<file path="src/rtl/smi_neg_pkg.sv">
package smi_neg_pkg;

  typedef enum logic [2:0] {
    SEL_REQ   = 3'd0,
    SEL_OK    = 3'd1,
    SEL_CMD   = 3'd2,
    SEL_SMIEN = 3'd3,
    SEL_PMCON = 3'd4
  } regSel_e;

  // strobes from control to datapath
  typedef struct packed {
    logic ldReq;
    logic tryNeg;
    logic ldSmiEn;
    logic ldPmCon;
  } dpStrobe_t;

  localparam logic [7:0] CMD_ACPI_ON  = 8'hF0;
  localparam logic [7:0] CMD_ACPI_OFF = 8'hF1;
  localparam int BCAST_BIT   = 0;
  localparam int APMC_EN_BIT = 5;
  localparam int GBL_SMI_BIT = 0;
  localparam int LOCK_BIT    = 4;

endpackage

</file>
<file path="src/rtl/smi_neg_ctrl.sv">
module smi_neg_ctrl
  import smi_neg_pkg::*;
#(
  parameter int NCPU  = 4,
  parameter int CPU_W = 2
) (
  input  logic             clk,
  input  logic             rstN,
  input  logic             wrEn,
  input  logic [2:0]       wrSel,
  input  logic [7:0]       cmdByte,
  input  logic [CPU_W-1:0] wrCpu,
  input  logic             apmcEn,
  input  logic             bcastOk,
  output dpStrobe_t        strb,
  output logic             acpiOnPulse,
  output logic             acpiOffPulse,
  output logic [NCPU-1:0]  smiPulse
);

  logic            isCmd;
  logic            isAcpiOn;
  logic            isAcpiOff;
  logic            smiFire;
  logic [NCPU-1:0] reqOneHot;
  logic [NCPU-1:0] smiTarget;

  always_comb begin
    strb.ldReq   = wrEn && (wrSel == SEL_REQ);
    strb.tryNeg  = wrEn && (wrSel == SEL_OK);
    strb.ldSmiEn = wrEn && (wrSel == SEL_SMIEN);
    strb.ldPmCon = wrEn && (wrSel == SEL_PMCON);
  end

  assign isCmd     = wrEn && (wrSel == SEL_CMD);
  assign isAcpiOn  = isCmd && (cmdByte == CMD_ACPI_ON);
  assign isAcpiOff = isCmd && (cmdByte == CMD_ACPI_OFF);
  assign smiFire   = isCmd && !isAcpiOn && !isAcpiOff && apmcEn;

  always_comb begin
    for (int i = 0; i < NCPU; i++) begin
      reqOneHot[i] = (wrCpu == CPU_W'(i));
    end
  end

  assign smiTarget = bcastOk ? {NCPU{1'b1}} : reqOneHot;

  always_ff @(posedge clk or negedge rstN) begin
    if (!rstN) begin
      acpiOnPulse  <= 1'b0;
      acpiOffPulse <= 1'b0;
      smiPulse     <= '0;
    end else begin
      acpiOnPulse  <= isAcpiOn;
      acpiOffPulse <= isAcpiOff;
      smiPulse     <= smiFire ? smiTarget : '0;
    end
  end

  // mode commands never come with an SMI
  a_r6_acpi_no_smi: assert property (@(posedge clk) disable iff (!rstN)
    (acpiOnPulse || acpiOffPulse) |-> (smiPulse == '0));

  a_r6_one_mode: assert property (@(posedge clk) disable iff (!rstN)
    $onehot0({acpiOnPulse, acpiOffPulse}));

  // an SMI requires APMC enable at the time of the write
  a_r7_smi_needs_apmc: assert property (@(posedge clk) disable iff (!rstN)
    (smiPulse != '0) |-> $past(apmcEn));

  // target selection
  a_r8_single_target: assert property (@(posedge clk) disable iff (!rstN)
    ((smiPulse != '0) && !$past(bcastOk)) |-> ($countones(smiPulse) == 1));

  a_r8_bcast_all: assert property (@(posedge clk) disable iff (!rstN)
    ((smiPulse != '0) && $past(bcastOk)) |-> (&smiPulse));

  // a pulse only follows a command write
  a_r10_pulse_from_cmd: assert property (@(posedge clk) disable iff (!rstN)
    (acpiOnPulse || acpiOffPulse || (smiPulse != '0)) |-> $past(isCmd));

endmodule

</file>
<file path="src/rtl/smi_neg_datapath.sv">
module smi_neg_datapath
  import smi_neg_pkg::*;
#(
  parameter int             FEAT_W        = 64,
  parameter int             SMIEN_W       = 32,
  parameter int             PMCON_W       = 16,
  parameter logic [FEAT_W-1:0] HOST_FEATURES = 64'hB
) (
  input  logic               clk,
  input  logic               rstN,
  input  dpStrobe_t          strb,
  input  logic [FEAT_W-1:0]  wrData,
  output logic [FEAT_W-1:0]  reqMask,
  output logic [FEAT_W-1:0]  negMask,
  output logic               featOk,
  output logic [SMIEN_W-1:0] smiEn,
  output logic [PMCON_W-1:0] pmCon
);

  localparam logic [SMIEN_W-1:0] SMIEN_FRZ = SMIEN_W'(1) << GBL_SMI_BIT;
  localparam logic [PMCON_W-1:0] PMCON_FRZ = PMCON_W'(1) << LOCK_BIT;

  logic               reqValid;
  logic               locked;
  logic [SMIEN_W-1:0] smiEnFrz;
  logic [PMCON_W-1:0] pmConFrz;

  assign reqValid = ((reqMask & ~HOST_FEATURES) == '0);
  assign locked   = pmCon[LOCK_BIT];
  assign smiEnFrz = locked ? SMIEN_FRZ : '0;
  assign pmConFrz = locked ? PMCON_FRZ : '0;

  always_ff @(posedge clk or negedge rstN) begin
    if (!rstN) begin
      reqMask <= '0;
      negMask <= '0;
      featOk  <= 1'b0;
      smiEn   <= '0;
      pmCon   <= '0;
    end else begin
      if (strb.ldReq) begin
        reqMask <= wrData;
      end
      if (strb.tryNeg && !featOk && reqValid) begin
        negMask <= reqMask;
        featOk  <= 1'b1;
      end
      if (strb.ldSmiEn) begin
        smiEn <= (wrData[SMIEN_W-1:0] & ~smiEnFrz) | (smiEn & smiEnFrz);
      end
      if (strb.ldPmCon) begin
        pmCon <= (wrData[PMCON_W-1:0] & ~pmConFrz) | (pmCon & pmConFrz);
      end
    end
  end

  // valid request is latched
  a_r3_latch_subset: assert property (@(posedge clk) disable iff (!rstN)
    (strb.tryNeg && !featOk && reqValid) |=> (featOk && (negMask == $past(reqMask))));

  // invalid request is refused
  a_r4_reject: assert property (@(posedge clk) disable iff (!rstN)
    (strb.tryNeg && !featOk && !reqValid) |=> (!featOk && $stable(negMask)));

  // once done, stays done
  a_r5_once_only: assert property (@(posedge clk) disable iff (!rstN)
    featOk |=> (featOk && $stable(negMask)));

  // lock is sticky and guards the global enable
  a_r9_lock_sticky: assert property (@(posedge clk) disable iff (!rstN)
    locked |=> (pmCon[LOCK_BIT] && (smiEn[GBL_SMI_BIT] == $past(smiEn[GBL_SMI_BIT]))));

  // negotiated state only ever comes with features-ok
  a_r1_neg_needs_ok: assert property (@(posedge clk) disable iff (!rstN)
    !featOk |-> (negMask == '0));

endmodule

</file>
<file path="src/rtl/smi_neg_top.sv">
module smi_neg_top
  import smi_neg_pkg::*;
#(
  parameter int                NCPU          = 4,
  parameter int                FEAT_W        = 64,
  parameter int                SMIEN_W       = 32,
  parameter int                PMCON_W       = 16,
  parameter logic [FEAT_W-1:0] HOST_FEATURES = 64'hB,
  localparam int               CPU_W         = (NCPU > 1) ? $clog2(NCPU) : 1
) (
  input  logic               clk,
  input  logic               rstN,
  input  logic               wrEn,
  input  logic [2:0]         wrSel,
  input  logic [FEAT_W-1:0]  wrData,
  input  logic [CPU_W-1:0]   wrCpu,
  output logic               acpiOnPulse,
  output logic               acpiOffPulse,
  output logic [NCPU-1:0]    smiPulse,
  output logic               featOk,
  output logic [FEAT_W-1:0]  reqMask,
  output logic [FEAT_W-1:0]  negMask,
  output logic [SMIEN_W-1:0] smiEnReg,
  output logic [PMCON_W-1:0] pmConReg
);

  dpStrobe_t strb;

  smi_neg_ctrl #(
    .NCPU (NCPU),
    .CPU_W(CPU_W)
  ) u_ctrl (
    .clk         (clk),
    .rstN        (rstN),
    .wrEn        (wrEn),
    .wrSel       (wrSel),
    .cmdByte     (wrData[7:0]),
    .wrCpu       (wrCpu),
    .apmcEn      (smiEnReg[APMC_EN_BIT]),
    .bcastOk     (negMask[BCAST_BIT]),
    .strb        (strb),
    .acpiOnPulse (acpiOnPulse),
    .acpiOffPulse(acpiOffPulse),
    .smiPulse    (smiPulse)
  );

  smi_neg_datapath #(
    .FEAT_W       (FEAT_W),
    .SMIEN_W      (SMIEN_W),
    .PMCON_W      (PMCON_W),
    .HOST_FEATURES(HOST_FEATURES)
  ) u_dp (
    .clk    (clk),
    .rstN   (rstN),
    .strb   (strb),
    .wrData (wrData),
    .reqMask(reqMask),
    .negMask(negMask),
    .featOk (featOk),
    .smiEn  (smiEnReg),
    .pmCon  (pmConReg)
  );

endmodule

</file>
<file path="config.mk">
export PLATFORM = sky130hd
export DESIGN_NAME = smi_neg_top
export DESIGN_NICKNAME = d
export VERILOG_FILES = /design/src/rtl/smi_neg_pkg.sv /design/src/rtl/smi_neg_ctrl.sv /design/src/rtl/smi_neg_datapath.sv /design/src/rtl/smi_neg_top.sv
export SDC_FILE = /design/constraint.sdc
export NUM_CORES = 1
export LEC_CHECK = 0
export BUFFER_PORTS_ARGS = -buffer_cell sky130_fd_sc_hd__buf_2
export CELL_PAD_IN_SITES_DETAIL_PLACEMENT = 0
export CELL_PAD_IN_SITES_GLOBAL_PLACEMENT = 1
export CORE_MARGIN = 2
export CORE_UTILIZATION = 42
export DETAILED_ROUTE_END_ITERATION = 10
export PLACE_DENSITY_LB_ADDON = 0.1
export SLEW_MARGIN = 20
export SYNTH_ARGS = -nofsm -noshare
export SYNTH_HDL_FRONTEND = slang
export SYNTH_SLANG_ARGS = --single-unit
</file>
<file path="constraint.sdc">
create_clock -name clk -period 3.56 [get_ports clk]
set_input_delay 0 -clock clk [delete_from_list [all_inputs] [get_ports clk]]
set_output_delay 0 -clock clk [all_outputs]
set_load 0.02 [all_outputs]
</file>
Word-level counts from Yosys, hierarchy flattened --
Cells that the tools add are included. W data, S select, Z words.
Operators by class: equality and inequality tests 9, multiplexer cells 4, bitwise gates (word level) 8, reductions and logical operators 18
Operator list (count):
- $and A32 B32 Y32 | 2
- $logic_not A64 Y1 | 1
- $and A16 B16 Y16 | 2
- $not A32 Y32 | 1
- $or A32 B32 Y32 | 1
- $eq A8 B8 Y1 const B | 2
- $not A16 Y16 | 1
- $or A16 B16 Y16 | 1
- $logic_and A1 B1 Y1 | 12
- $mux W4 | 2
- $eq A3 B2 Y1 const B | 2
- $mux W5 | 1
- $eq A2 B2 Y1 const B | 2
- $eq A3 B1 Y1 const B | 1
- $eq A3 B3 Y1 const B | 1
- $logic_not A1 Y1 | 3
- $logic_not A3 Y1 | 1
- $eq A2 B1 Y1 const B | 1
- $logic_not A2 Y1 | 1
- $mux W1 | 1
Storage, ports and cells: flip-flop bits (word level) 183, input bits 72, output and inout port bits 183, word-level logic and storage cells 47

Longest topological paths before layout --
depth after elaboration 8, depth in mapped cells 7, mapped depth without buffers 5

Cells and area by module --
Synthesis repeated with hierarchy kept, for this count alone.
Unflattened totals: cell total of the unflattened synthesis 423, area, all modules 6672.6 µm²
Modules (own cells, without submodules):
- smi_neg_datapath | times used 1, cells each 395, area each 6351.1 µm², seq. area each 4429.2 µm²
- smi_neg_ctrl | times used 1, cells each 28, area each 321.6 µm², seq. area each 150.1 µm²

Worst setup path after synthesis --
No wires, ideal clock.
path type register to register, start point register u_dp.reqMask[17], end point register u_dp.negMask[0], setup time 0.125 ns, data arrival time 1.602 ns, data required time 3.435 ns, setup slack 1.833 ns, stages on the path, launching flop included 7, buffers on the path 1, period minus slack after synthesis 1.727 ns, cells stage by stage dfrtp_1 > nor4_1 > nand2_1 > nor4_1 > nand4_1 > buf_6 > mux2_4
On the way: cells in the longest elaborated chain, start to end 2
Ends and longest elaborated chain:
- from (decl) | line smi_neg_datapath.sv:13 | output logic [FEAT_W-1:0] reqMask,
- from (signal assigned) | line smi_neg_datapath.sv:42 | reqMask <= wrData;
- $logic_not A64 Y1 | line smi_neg_datapath.sv:28 | assign reqValid = ((reqMask & ~HOST_FEATURES) == '0);
- $logic_and A1 B1 Y1 | line smi_neg_datapath.sv:44 | if (strb.tryNeg && !featOk && reqValid) begin
- to (signal assigned) | line smi_neg_datapath.sv:45 | negMask <= reqMask;
- to (decl) | line smi_neg_datapath.sv:14 | output logic [FEAT_W-1:0] negMask,
Every way passes these cells. A chain may end at the register's enable or synchronous reset.

Worst setup path after layout --
start point register u_dp.reqMask[5], end point register u_dp.negMask[3]
The elaborated chain is that of the path after synthesis.

==> results.ini <==
[status]
outcome = complete, no violations

[sta]
setup-tns-final_ns = 0
rsz0062_at_grt = no
fin_skew_ns = 0.00804
setup_viol = 0
relSlewSlack_pct = 49.1
fmax_mhz = 443
finalHoldViolCount = 0
slew_viol_final = 0
fin_crit_ns = 2.26
tightest_slew_ns = 0.764
post-route-period-util_pct = 63.4

[routing]
vias = 4599
wl_per_cell_um = 16.5
dr.pass1.iters = 4
drc = 0
routed_wirelength_um = 16300
drtAntennaViolNets = 0
vias_per_cell = 4.66
first_iter_violations = 166

[floorplan]
core_area_sq_um = 15700
die_h_um = 130
pin_count = 255
die_x_um = 130
initial_utilization_pct = 42.6
dieArea_sq_um = 17000
row_count = 46

[synthesis]
synth_compound_area_share_pct = 0.411
synth_cells = 428
synth_area_per_cell_sq_um = 15.6
synth_warnings = 0
synth_seq_cells = 183
yosys.area_share.simple_pct = 9.40
seq_area_frac_synth_pct = 68.4
syn-cell-area_sq_um = 6690
synthMuxAreaShare_pct = 19.3
synthAdderAreaFrac_pct = 0
synth_top_family_by_area = multiplexers
synth_xor_area_share_pct = 0
ys_types = 25
synth_fp_nets = 500

[critical_path]
cp.required_ns = 3.87
crit_path_max_fanout = 65
startpoint_type = flip-flop
end_kind = flip-flop
worstSetupPathType = reg -> reg
cp_slowest_stage_delay_ns = 0.47
worst_path_most_repeated_cell = nand4_1
slowest_stage = nor4_1
cp.arrival_ns = 2.56
worstPathCellList = nor4_1, nand4_1, nor3_1, nand4_1, buf_4, mux2_4
critical_path.top_delay_family = simple AND/OR/NAND/NOR gates
path_buf_inv = 1

[layout]
final_common_cell = buf_2
diodes = 0
final_nets = 830
layout_common_cells = buf_2 (253), dfrtp_1 (183), mux2_2 (111), dlygate4sd3_1 (69), and2_1 (61)
drive_gt1_share_pct = 53.3
syn_to_final_growth_pct = 42.1

[cts]
cts_num_sinks = 183
cts_buffers = 17
clk_latency_ns = 0.43
cts.clk_slew.worst_paths_ns = 0.07
cts-root-buf = clkbuf_16
cts_tree = built
cts_buffer_depth = 2
cts_resized = 0
htreeDepth = 4

[power]
p_leak_nw = 4.87
p_per_area_nw_per_um2 = 610
power_w = 0.00580
peakVddDrop_mv = 0.315

[global_route]
antenna_found_initial = 0
grt_use_total_pct = 19.8
grt-ovfl-total = 0
grt_max_degree = 83
grt_pass1_wl_um = 25300
grt_pass1_vias = 4616

[placement]
portBuffers = 254
globalplace.congestion = 0.717
dp_hpwl_um = 11400

[job]
cap_violations = 0

[min_path]
hold_path.class = in -> reg

## worst register-to-register path, stage by stage (launching register included)
cell and delay [ns]:
dfrtp_1 0.39, nor4_1 0.47, nand4_1 0.27, nor3_1 0.20
nand4_1 0.11, buf_4 0.31, mux2_4 0.38
## area by class of cell
type | count | area (sq um)
multi-input combinational | 223 | 1960
sequential | 183 | 4580
clock inverter | 13 | 219
tap | 216 | 270
fill | 1290 | 6200
timing repair buffer | 331 | 2030
clock buffer | 19 | 443
inverter | 2 | 7.51
## final timing paths
kind	startpoint	to	slack [ns]	cells past startpoint
max in group asynchronous	rstN	u_dp.negMask[35]	2.29	3
min in group asynchronous	rstN	u_dp.negMask[15]	0.19	2
worst min register to register	u_dp.negMask[56]	u_dp.negMask[56]	0.48	1
worst min-delay path	wrSel[0]	u_ctrl.acpiOffPulse	0.03	3
worst max-delay path	u_dp.reqMask[5]	u_dp.negMask[3]	1.30	6
worst max register to register	u_dp.reqMask[5]	u_dp.negMask[3]	1.30	6
## synthesized netlist by cell type
cell | instances | area, sq um
dfrtp_1 | 183 | 4580
mux2_2 | 111 | 1250
and2_1 | 61 | 382
nor4_1 | 16 | 100
buf_4 | 8 | 60.1
nor2_1 | 8 | 30.0
buf_6 | 6 | 67.6
nand2_1 | 5 | 18.8
a21oi_1 | 4 | 20.0
buf_2 | 4 | 20.0
nand4_1 | 4 | 25.0
mux2_4 | 3 | 45.0
inv_1 | 2 | 7.51
nand3_1 | 2 | 10.0
a21o_1 | 1 | 7.51
and3_1 | 1 | 6.26
buf_1 | 1 | 3.75
clkbuf_1 | 1 | 3.75
nand2b_1 | 1 | 6.26
nand3b_1 | 1 | 7.51
nor2b_1 | 1 | 6.26
nor3_1 | 1 | 5.00
nor3_2 | 1 | 10.0
nor3b_1 | 1 | 7.51
nor4b_2 | 1 | 15.0
## cell families after synthesis
kind of cell,Yosys count
muxes,114
buffers and inverters,22
DFF,183
AOI/OAI and AO/OA,5
and+or+nand+nor,104
## metal layers
metal	vias to the layer above	track usage [%]	part of all wire [%]	routed length, um
li1	2140	-	-	-
met1	2263	25.8	42	6850
met2	171	30.7	48	7780
met3	25	6.89	8.4	1370
met4	0	7.46	1.9	308
met5	-	0	0	0
## stage by stage
step | cells | util [%] | instance area, sq um | hold WS [ns] | setup slack, ns
2_1_floorplan | 428 | - | 6690 | -0.296 | 1.83
3_3_place_gp | 886 | 51.9 | 8160 | 0.0902 | 1.22
3_5_place_dp | 886 | 51.9 | 8160 | 0.103 | 1.24
4_1_cts | 987 | 60.5 | 9510 | 0.0112 | 1.22
5_1_grt | 987 | 60.5 | 9510 | 0.0646 | 1.11
6_report | 987 | 60.5 | 9510 | 0.0287 | 1.30
## where the power goes
| group | switching, W | total [W] | internal, W |
|---|---|---|---|
| sequential | 0.000184 | 0.00255 | 0.00236 |
| combinational | 0.000675 | 0.00117 | 0.000495 |
| clock | 0.000805 | 0.00208 | 0.00128 |
| total | 0.00166 | 0.00580 | 0.00414 |
## registers in the layout, summed over array words and instances (netlist names), named ones only
signal,count
u_ctrl.acpiOffPulse,1
u_ctrl.acpiOnPulse,1
u_ctrl.smiPulse,4
u_dp.featOk,1
u_dp.negMask,64
u_dp.pmCon,16
u_dp.reqMask,64
u_dp.smiEn,31
## repair_timing
action	in CTS	in global routing
endpoints found under the hold margin	197	0
hold buffers	69	0
setup buffers	0	0
Note: power is estimated with default switching activity, not from simulation.
